===== config.mk =====
export PLATFORM = sky130hd
export DESIGN_NAME = spi_cs_seq
export DESIGN_NICKNAME = d
export VERILOG_FILES = /design/src/rtl/spi_cs_pkg.sv /design/src/rtl/spi_cs_cfg.sv /design/src/rtl/spi_cs_fsm.sv /design/src/rtl/spi_cs_drive.sv /design/src/rtl/spi_cs_seq.sv
export SDC_FILE = /design/constraint.sdc
export NUM_CORES = 1
export LEC_CHECK = 0
export CAP_MARGIN = 20
export CORE_ASPECT_RATIO = 1.75
export CORE_MARGIN = 4
export CORE_UTILIZATION = 30
export DETAILED_ROUTE_END_ITERATION = 16
export GPL_ROUTABILITY_DRIVEN = 0
export PLACE_DENSITY = 0.51
export SYNTH_ARGS = -nofsm -noshare
export SYNTH_HDL_FRONTEND = slang
export SYNTH_SLANG_ARGS = --single-unit

===== constraint.sdc =====
create_clock -name clk_i -period 2.55 [get_ports clk_i]
set_input_delay 0.255 -clock clk_i [delete_from_list [all_inputs] [get_ports clk_i]]
set_output_delay 0.255 -clock clk_i [all_outputs]
set_load 0.05 [all_outputs]

===== src/rtl/spi_cs_pkg.sv =====
package spi_cs_pkg;
  localparam int MAX_CS = 32;
  localparam int ID_W   = $clog2(MAX_CS);

  typedef enum logic [1:0] {
    CSM_AUTO     = 2'd0,
    CSM_AUTO_ALT = 2'd1,
    CSM_HOLD     = 2'd2,
    CSM_OFF      = 2'd3
  } cs_mode_e;

  typedef enum logic [2:0] {
    ST_IDLE, ST_PRE, ST_XFER, ST_POST, ST_INACT, ST_HOLD, ST_GAP
  } seq_state_e;

  localparam logic [2:0] SEL_ID   = 3'd0;
  localparam logic [2:0] SEL_DEF  = 3'd1;
  localparam logic [2:0] SEL_MODE = 3'd2;
  localparam logic [2:0] SEL_EDGE = 3'd3;
  localparam logic [2:0] SEL_GAP  = 3'd4;
endpackage


===== src/rtl/spi_cs_cfg.sv =====
module spi_cs_cfg
  import spi_cs_pkg::*;
#(
  parameter int NUM_CS = 4,
  parameter int DLY_W  = 8
) (
  input  logic              clk_i,
  input  logic              rst_ni,
  input  logic              we_i,
  input  logic [2:0]        sel_i,
  input  logic [31:0]       wdata_i,
  output logic [ID_W-1:0]   id_o,
  output logic [NUM_CS-1:0] def_o,
  output cs_mode_e          mode_o,
  output logic [DLY_W-1:0]  pre_o,
  output logic [DLY_W-1:0]  post_o,
  output logic [DLY_W-1:0]  gap_cs_o,
  output logic [DLY_W-1:0]  gap_frame_o,
  output logic [31:0]       def_rd_o
);
  localparam int HI_LSB = DLY_W;
  localparam int HI_MSB = 2 * DLY_W - 1;

  logic unused_wdata;
  assign unused_wdata = ^wdata_i;

  always_ff @(posedge clk_i or negedge rst_ni) begin
    if (!rst_ni) begin
      id_o        <= '0;
      def_o       <= '1;
      mode_o      <= CSM_AUTO;
      pre_o       <= DLY_W'(1);
      post_o      <= DLY_W'(1);
      gap_cs_o    <= DLY_W'(1);
      gap_frame_o <= '0;
    end else if (we_i) begin
      unique case (sel_i)
        SEL_ID:   id_o   <= wdata_i[ID_W-1:0];
        SEL_DEF:  def_o  <= wdata_i[NUM_CS-1:0];
        SEL_MODE: mode_o <= cs_mode_e'(wdata_i[1:0]);
        SEL_EDGE: begin
          pre_o  <= wdata_i[DLY_W-1:0];
          post_o <= wdata_i[HI_MSB:HI_LSB];
        end
        SEL_GAP: begin
          gap_cs_o    <= wdata_i[DLY_W-1:0];
          gap_frame_o <= wdata_i[HI_MSB:HI_LSB];
        end
        default: ;
      endcase
    end
  end

  for (genvar b = 0; b < MAX_CS; b++) begin : g_rd
    if (b < NUM_CS) begin : g_impl
      assign def_rd_o[b] = def_o[b];
    end else begin : g_none
      assign def_rd_o[b] = 1'b0;
    end
  end
endmodule


===== src/rtl/spi_cs_fsm.sv =====
module spi_cs_fsm
  import spi_cs_pkg::*;
#(
  parameter int DLY_W = 8
) (
  input  logic             clk_i,
  input  logic             rst_ni,
  input  logic             tick_i,
  input  logic             tx_valid_i,
  input  logic             frame_done_i,
  input  cs_mode_e         mode_i,
  input  logic [ID_W-1:0]  id_i,
  input  logic [DLY_W-1:0] pre_i,
  input  logic [DLY_W-1:0] post_i,
  input  logic [DLY_W-1:0] gap_cs_i,
  input  logic [DLY_W-1:0] gap_frame_i,
  output logic             frame_start_o,
  output logic             cs_on_o,
  output logic [ID_W-1:0]  act_id_o,
  output seq_state_e       state_o
);
  seq_state_e       state_q, state_d;
  logic [DLY_W-1:0] cnt_q, cnt_d, load_val;
  logic             load, cnt_zero, cs_act_q, cs_act_d;
  logic [ID_W-1:0]  act_id_q, act_id_d;
  logic             is_off, is_hold, keep_hold;

  assign cnt_zero  = (cnt_q == '0);
  assign is_off    = (mode_i == CSM_OFF);
  assign is_hold   = (mode_i == CSM_HOLD);
  assign keep_hold = is_hold && (id_i == act_id_q);

  always_comb begin
    state_d  = state_q;
    load     = 1'b0;
    load_val = '0;
    cs_act_d = cs_act_q;
    act_id_d = act_id_q;
    unique case (state_q)
      ST_IDLE, ST_INACT: begin
        if ((state_q == ST_IDLE || cnt_zero) && tx_valid_i) begin
          state_d  = ST_PRE;
          load     = 1'b1;
          load_val = is_off ? '0 : pre_i;
          cs_act_d = !is_off;
          act_id_d = id_i;
        end else if (state_q == ST_INACT && cnt_zero) begin
          state_d = ST_IDLE;
        end
      end
      ST_PRE, ST_GAP: if (cnt_zero) state_d = ST_XFER;
      ST_XFER: begin
        if (frame_done_i) begin
          if (!cs_act_q)      state_d = ST_IDLE;
          else if (keep_hold) state_d = ST_HOLD;
          else begin
            state_d  = ST_POST;
            load     = 1'b1;
            load_val = post_i;
          end
        end
      end
      ST_POST: begin
        if (cnt_zero) begin
          state_d  = ST_INACT;
          load     = 1'b1;
          load_val = gap_cs_i;
          cs_act_d = 1'b0;
        end
      end
      ST_HOLD: begin
        if (!keep_hold) begin
          state_d  = ST_POST;
          load     = 1'b1;
          load_val = post_i;
        end else if (tx_valid_i) begin
          state_d  = ST_GAP;
          load     = 1'b1;
          load_val = gap_frame_i;
        end
      end
      default: state_d = ST_IDLE;
    endcase
  end

  always_comb begin
    if (load)                    cnt_d = load_val;
    else if (tick_i && !cnt_zero) cnt_d = cnt_q - 1'b1;
    else                         cnt_d = cnt_q;
  end

  always_ff @(posedge clk_i or negedge rst_ni) begin
    if (!rst_ni) begin
      state_q  <= ST_IDLE;
      cnt_q    <= '0;
      cs_act_q <= 1'b0;
      act_id_q <= '0;
    end else begin
      state_q  <= state_d;
      cnt_q    <= cnt_d;
      cs_act_q <= cs_act_d;
      act_id_q <= act_id_d;
    end
  end

  assign frame_start_o = (state_q == ST_PRE || state_q == ST_GAP) && cnt_zero;
  assign cs_on_o       = cs_act_q;
  assign act_id_o      = act_id_q;
  assign state_o       = state_q;
endmodule


===== src/rtl/spi_cs_drive.sv =====
module spi_cs_drive
  import spi_cs_pkg::*;
#(
  parameter int NUM_CS = 4
) (
  input  logic [NUM_CS-1:0] def_i,
  input  logic [ID_W-1:0]   act_id_i,
  input  logic              cs_on_i,
  output logic [NUM_CS-1:0] cs_o
);
  for (genvar i = 0; i < NUM_CS; i++) begin : g_line
    assign cs_o[i] = def_i[i] ^ (cs_on_i && (act_id_i == ID_W'(i)));
  end
endmodule


===== src/rtl/spi_cs_seq.sv =====
module spi_cs_seq
  import spi_cs_pkg::*;
#(
  parameter int NUM_CS = 4,
  parameter int DLY_W  = 8
) (
  input  logic              clk_i,
  input  logic              rst_ni,
  input  logic              cfg_we_i,
  input  logic [2:0]        cfg_sel_i,
  input  logic [31:0]       cfg_wdata_i,
  output logic [31:0]       def_level_o,
  input  logic              tick_i,
  input  logic              tx_valid_i,
  output logic              frame_start_o,
  input  logic              frame_done_i,
  output logic [NUM_CS-1:0] cs_o
);
  logic [ID_W-1:0]   id_q, act_id;
  logic [NUM_CS-1:0] def_q;
  cs_mode_e          mode_q;
  logic [DLY_W-1:0]  pre_q, post_q, ics_q, ifg_q;
  logic              cs_on;
  seq_state_e        state;

  spi_cs_cfg #(.NUM_CS(NUM_CS), .DLY_W(DLY_W)) u_cfg (
    .clk_i, .rst_ni,
    .we_i(cfg_we_i), .sel_i(cfg_sel_i), .wdata_i(cfg_wdata_i),
    .id_o(id_q), .def_o(def_q), .mode_o(mode_q),
    .pre_o(pre_q), .post_o(post_q), .gap_cs_o(ics_q), .gap_frame_o(ifg_q),
    .def_rd_o(def_level_o)
  );

  spi_cs_fsm #(.DLY_W(DLY_W)) u_fsm (
    .clk_i, .rst_ni, .tick_i, .tx_valid_i, .frame_done_i,
    .mode_i(mode_q), .id_i(id_q),
    .pre_i(pre_q), .post_i(post_q), .gap_cs_i(ics_q), .gap_frame_i(ifg_q),
    .frame_start_o, .cs_on_o(cs_on), .act_id_o(act_id), .state_o(state)
  );

  spi_cs_drive #(.NUM_CS(NUM_CS)) u_drive (
    .def_i(def_q), .act_id_i(act_id), .cs_on_i(cs_on), .cs_o
  );
endmodule


==> results of run 1 <==
## metal layers
metal	share of wire [%]	wire length, um
met1	39	2673
met2	55	3774
met3	4.0	273
met4	2.6	180
met5	0	0
## final timing paths
path	slack [ns]	startpoint	endpoint
worst max-delay path	0.14	u_fsm.act_id_o[2]$_DFFE_PN0P_	cs_o[3]
min in group asynchronous	0.51	rst_ni	u_cfg.id_o[4]$_DFFE_PN0P_
worst max register to register	0.44	u_fsm.act_id_o[0]$_DFFE_PN0P_	u_fsm.state_o[0]$_DFFE_PN0P_
worst min register to register	0.49	u_cfg.pre_o[1]$_DFFE_PN0P_	u_fsm.cnt_q[1]$_DFFE_PN0P_
worst min-delay path	0.49	u_cfg.pre_o[1]$_DFFE_PN0P_	u_fsm.cnt_q[1]$_DFFE_PN0P_
max in group asynchronous	1.35	rst_ni	u_cfg.gap_cs_o[0]$_DFFE_PN1P_
## critical path: cells and delay by family (launching register included)
family                    cells  cell delay [ns]
buffers and inverters         1             0.83
and+or+nand+nor               2             0.44
DFF                           1             0.40
xor gates and xnor gates      1             0.17
## state kept, by name (all words and copies together), names as in the netlist
register,cells
u_fsm.cs_on_o,1
u_cfg.gap_cs_o,8
u_fsm.cnt_q,8
u_cfg.def_o,4
u_cfg.mode_o,2
u_fsm.state_o,3
u_cfg.post_o,8
u_cfg.gap_frame_o,8
u_cfg.pre_o,8
u_fsm.act_id_o,5
u_cfg.id_o,5
## synth_stat cells, drive strengths merged (3+ instances only)
library cell / n
dfrtp: 53
mux2: 49
buf: 34
nand2: 26
xnor2: 13
nor2: 12
a21oi: 11
dfstp: 7
a22oi: 6
and4: 6
inv: 5
nor3: 5
o21ai: 5
nand4: 4
or3: 4
a221oi: 3
and2: 3
and3b: 3
nand3: 3
## kinds of logic (layout without fill, tap and decap cells)
family	count (synthesis)	in the layout	synth area share, %
and+or+nand+nor	78	78	14.03
DFF	60	60	46.64
muxes	49	49	17.04
buffers and inverters	41	60	8.423
AOI/OAI and AO/OA	37	37	9.197
xor gates and xnor gates	14	14	3.787
adders and majority gates	2	2	0.7727
other	1	28	0.1158
## layout make-up
| type | instances | area share [%] |
|---|---|---|
| Inverter | 5 | 0.4802 |
| Clock buffer | 12 | 6.818 |
| Multi-Input combinational cell | 208 | 39.82 |
| Timing Repair Buffer | 39 | 9.603 |
| Tap cell | 127 | 4.065 |
| Sequential cell | 60 | 38.64 |
| Clock inverter | 4 | 0.5762 |
## through the flow
| step | hold WS, ns | setup WS [ns] | power, mW | instance area [um^2] | cells |
|---|---|---|---|---|---|
| 6_report | 0.4863 | 0.1365 | 4.072 | 3909 | 455 |
| 5_1_grt | 0.5135 | 0.05871 | 4.338 | 3909 | 455 |
| 4_1_cts | 0.4883 | 0.1089 | 4.127 | 3909 | 455 |
| 3_5_place_dp | 0.3363 | 0.4465 | 2.977 | 3610 | 438 |
| 3_3_place_gp | 0.3313 | 0.4398 | 2.943 | 3610 | 438 |
| 2_1_floorplan | -0.04059 | 0.5357 | 2.629 | 3339 | 309 |
## power by group
group | total (mW) | internal [mW] | switching [mW] | leakage [nW]
Clock | 1.12 | 0.729 | 0.387 | 0.144
Combinational | 1.41 | 0.610 | 0.798 | 0.761
Sequential | 1.55 | 1.26 | 0.288 | 0.714
==> run summary, run 1 <==
Status: finished, final reports clean
Most frequent cells in the layout: 53 x dfrtp_1, 43 x mux2_2, 28 x conb_1, 28 x clkdlybuf4s50_1, 26 x nand2_1
Port buffer count: 33
Inserted Clock Buffers: 9
Post-Syn Area: 3238 um^2
Fin crit period: 2.414 ns
Clk slew on worst S/H paths: 0.05 ns
Grt met2 use: 20.44%
Max incr delay on CP: 0.83 ns
DIE WIDTH: 86.54 um
Global-route wire length before repair: 11390 um
Warnings from Yosys: 0
Via density per instance: 4.765
Worst-Margin Slew: 0.6825 ns
Syn Inst Count: 282
Commonest non-fill, non-tap cell in the layout: dfrtp_1
GR Layer Usage met3: 2.606%
Post-synth EDFFs: 0
# Post-CTS Setup Buffers: 0
Share of layout cells above drive strength 1: 27.44%
Hold path cells: 2
Core area: 10420 um^2
Crit path DAT: 2.16 ns
HP Class: reg2reg
Area added between synthesis and finish: 20.71%
Pwr dens: 1042 nW/um^2
Io pins: 78
Area of the multi-input gates: 1556 um^2
Via count: 2168
Max-slew headroom: 54.50%
Ant. Diodes: 0
FILL cells: 1060
Gr busiest metal: met2
Die Area: 12590 um^2
Final hold violation count: 0
Site row count: 49
WL per Instance: 15.17 um
Max Transition Viols Final: 0
Met1 GRT Util: 13.10%
Worst VDD drop: 362.8 uV
Sequential share of the synthesized area: 46.64%
Die height: 145.4 um
Total GRT Usage: 11.74%
CP startpoint kind: flop
Fmax: 414.3 MHz
Post-synth ARST share: 100.0%
DRT Pass-1 Iters: 4
# DRC: 0
Worst Setup Path Type: reg2out
Synth Register Bits: 60
Worst-Skew Late Latency: 0.32 ns
Clk_skew: 0.005483 ns
Count of different cell masters after synthesis: 52
Initial core utilization: 31.07%
Post-CTS sizing: 0
Synth area leader: dfrtp_1
Primary FF master, synth: dfrtp_1
Initial antenna violation count: 0
Maxcap violations: 0
Register Area: 1510 um^2
Register-to-Register Path Depth: 5
CP endpoint kind: primary output
Depth of the CTS H-tree: 3
Largest net degree at the start of global routing: 34
Worst EP required: 2.30 ns
Post-route ant nets: 0
TritonCTS clock tree: built
Crit-path cells: nor3_1 > nand4_1 > xnor2_1 > clkdlybuf4s50_1
Syn_area_per_cell: 11.48 um^2
Clk buf depth: 2
Setup TNS: 0 ns
GRT overflow: 0
Worst-path maximum fanout: 3
Post-Route Utilization: 37.50%
Vias in the first global route: 2265
Clock Sink Count: 60
Yosys top cell area share: 40.96%
Final WL: 6901 um
Detail Placement HPWL: 5194 um
DR iter-0 viols: 56
Clk root buf: clkbuf_16
Hold buffers post-CTS: 1
RSZ-0062 raised after global routing: false
# setup viols final: 0
Synth top area cells: dfrtp_1 41%, mux2_2 15%, buf_4 6.5%
Leak: 1.618 nW
Fin nets: 366
Fin crit share: 94.65%
Slowest CP cell: clkdlybuf4s50_1
No activity file was read; power rests on OpenSTA's default activity.
==> inputs of run 2 (changes only) <==
- clock period: 2.55 -> 2.8 ns (I/O delays scaled with it)
==> run 2 against run 1 <==
Combinational power fell by 9%. Critical endpoint is now cs_o[0]. Non-clock buffer count stayed put. Largest cell class unchanged. Wire length is 1.0% higher. Clock-buffer cell count decreased by 1.
==> run summary, run 2 (synthesis results as in run 1) <==
Inserted Clock Buffers: 9
Share of layout cells above drive strength 1: 25.46%
Fmax: 386.8 MHz
Worst-path maximum fanout: 3
Initial core utilization: 31.07%
Area added between synthesis and finish: 19.74%
Depth of the CTS H-tree: 3
Global-route wire length before repair: 11710 um
Die Area: 12590 um^2
HP Class: reg2reg
Worst-Skew Late Latency: 0.32 ns
Final hold violation count: 0
Finished Cell Area: 3877 um^2
GRT overflow: 0
Placed inst area: 3607 um^2
Via density per instance: 4.812
Fin crit period: 2.585 ns
# DRC: 0
CP startpoint kind: flop
Setup TNS: 0 ns
Post-route ant nets: 0
Maxcap violations: 0
RSZ-0062 raised after global routing: false
Core area: 10420 um^2
Worst EP required: 2.52 ns
Vias in the first global route: 2333
Io pins: 78
Via count: 2180
Worst-Margin Slew: 0.6324 ns
CP endpoint kind: primary output
Max Transition Viols Final: 0
Initial antenna violation count: 0
Crit path DAT: 2.31 ns
TritonCTS clock tree: built
Most frequent cells in the layout: 53 x dfrtp_1, 43 x mux2_2, 31 x clkdlybuf4s50_1
Site row count: 49
Fin crit share: 92.33%
# Post-CTS Setup Buffers: 0
Total GRT Usage: 11.91%
Worst VDD drop: 369.6 uV
Clk_skew: 0.008353 ns
Leak: 1.613 nW
Fin nets: 366
Clk root buf: clkbuf_16
Status: finished, final reports clean
DRT Pass-1 Iters: 4
Max-slew headroom: 57.84%
WL per Instance: 15.39 um
Port buffer count: 33
Clk buf depth: 2
Ant. Diodes: 0
Clk slew on worst S/H paths: 0.05 ns
Pwr dens: 939.8 nW/um^2
Commonest non-fill, non-tap cell in the layout: dfrtp_1
DIE WIDTH: 86.54 um
Largest net degree at the start of global routing: 29
Detail Placement HPWL: 5237 um
Die height: 145.4 um
Clock Sink Count: 60
# setup viols final: 0
Final WL: 6973 um
Worst Setup Path Type: reg2out
DR iter-0 viols: 79
[run 2: per-stage QoR]
| step | instances | total power, mW | worst slack (ns) | util [%] | hold WS (ns) |
|---|---|---|---|---|---|
| after global routing | 453 | 3.910 | 0.03891 | 37.20 | 0.5207 |
| after global placement | 438 | 2.683 | 0.4392 | 34.61 | 0.3327 |
| after floorplan | 309 | 2.395 | 0.7607 | - | -0.01559 |
| after detailed placement | 438 | 2.724 | 0.4088 | 34.61 | 0.3480 |
| final | 453 | 3.644 | 0.2146 | 37.20 | 0.4913 |
| after CTS | 453 | 3.702 | 0.04506 | 37.18 | 0.4990 |
[run 2: critical path: stages, from the launching register on]
cell and delay, ns:
dfrtp_1 0.40, nor3_1 0.27, nand2_1 0.13, nor3_1 0.19
xor2_1 0.16, clkdlybuf4s50_1 0.82
[run 2: final timing paths]
path	cells past startpoint	start	slack, ns	endpoint
min reg2reg	2	u_cfg.pre_o[1]$_DFFE_PN0P_	0.49	u_fsm.cnt_q[1]$_DFFE_PN0P_
min in group asynchronous	2	rst_ni	0.51	u_cfg.id_o[4]$_DFFE_PN0P_
max in group asynchronous	3	rst_ni	1.54	u_fsm.cnt_q[3]$_DFFE_PN0P_
max reg2reg	7	u_fsm.cnt_q[0]$_DFFE_PN0P_	0.47	u_fsm.cnt_q[6]$_DFFE_PN0P_
max	5	u_fsm.act_id_o[2]$_DFFE_PN0P_	0.21	cs_o[0]
min	2	u_cfg.pre_o[1]$_DFFE_PN0P_	0.49	u_fsm.cnt_q[1]$_DFFE_PN0P_
[run 2: what timing repair did]
item | in CTS | in global routing
hold buffers | 1 | 0
endpoints found under the hold margin | 9 | 0
resized for setup | 0 | 1
endpoints found under the setup margin | 0 | 1
[run 2: layer usage]
metal	routed length, um	GRT usage [%]	vias to the layer above
li1	-	-	1039
met1	2771	13.49	1076
met2	3749	20.82	53
met3	271	2.323	12
met4	180	5.772	0
met5	0	0	-
[run 2: layout make-up]
| class | count | area (um^2) |
|---|---|---|
| clock inverters | 3 | 15.01 |
| fillers | 1032 | 6545 |
| flip-flops and latches | 60 | 1510 |
| well taps | 127 | 158.9 |
| multi-input cells | 208 | 1556 |
| repair buffers | 39 | 375.4 |
| inverters | 5 | 18.77 |
| clock buffers | 11 | 242.7 |
[run 2: where the power goes]
group / switching, mW / internal (mW) / leakage, nW
Sequential: 0.259 / 1.15 / 0.714
Clock: 0.347 / 0.606 / 0.131
Combinational: 0.724 / 0.561 / 0.769
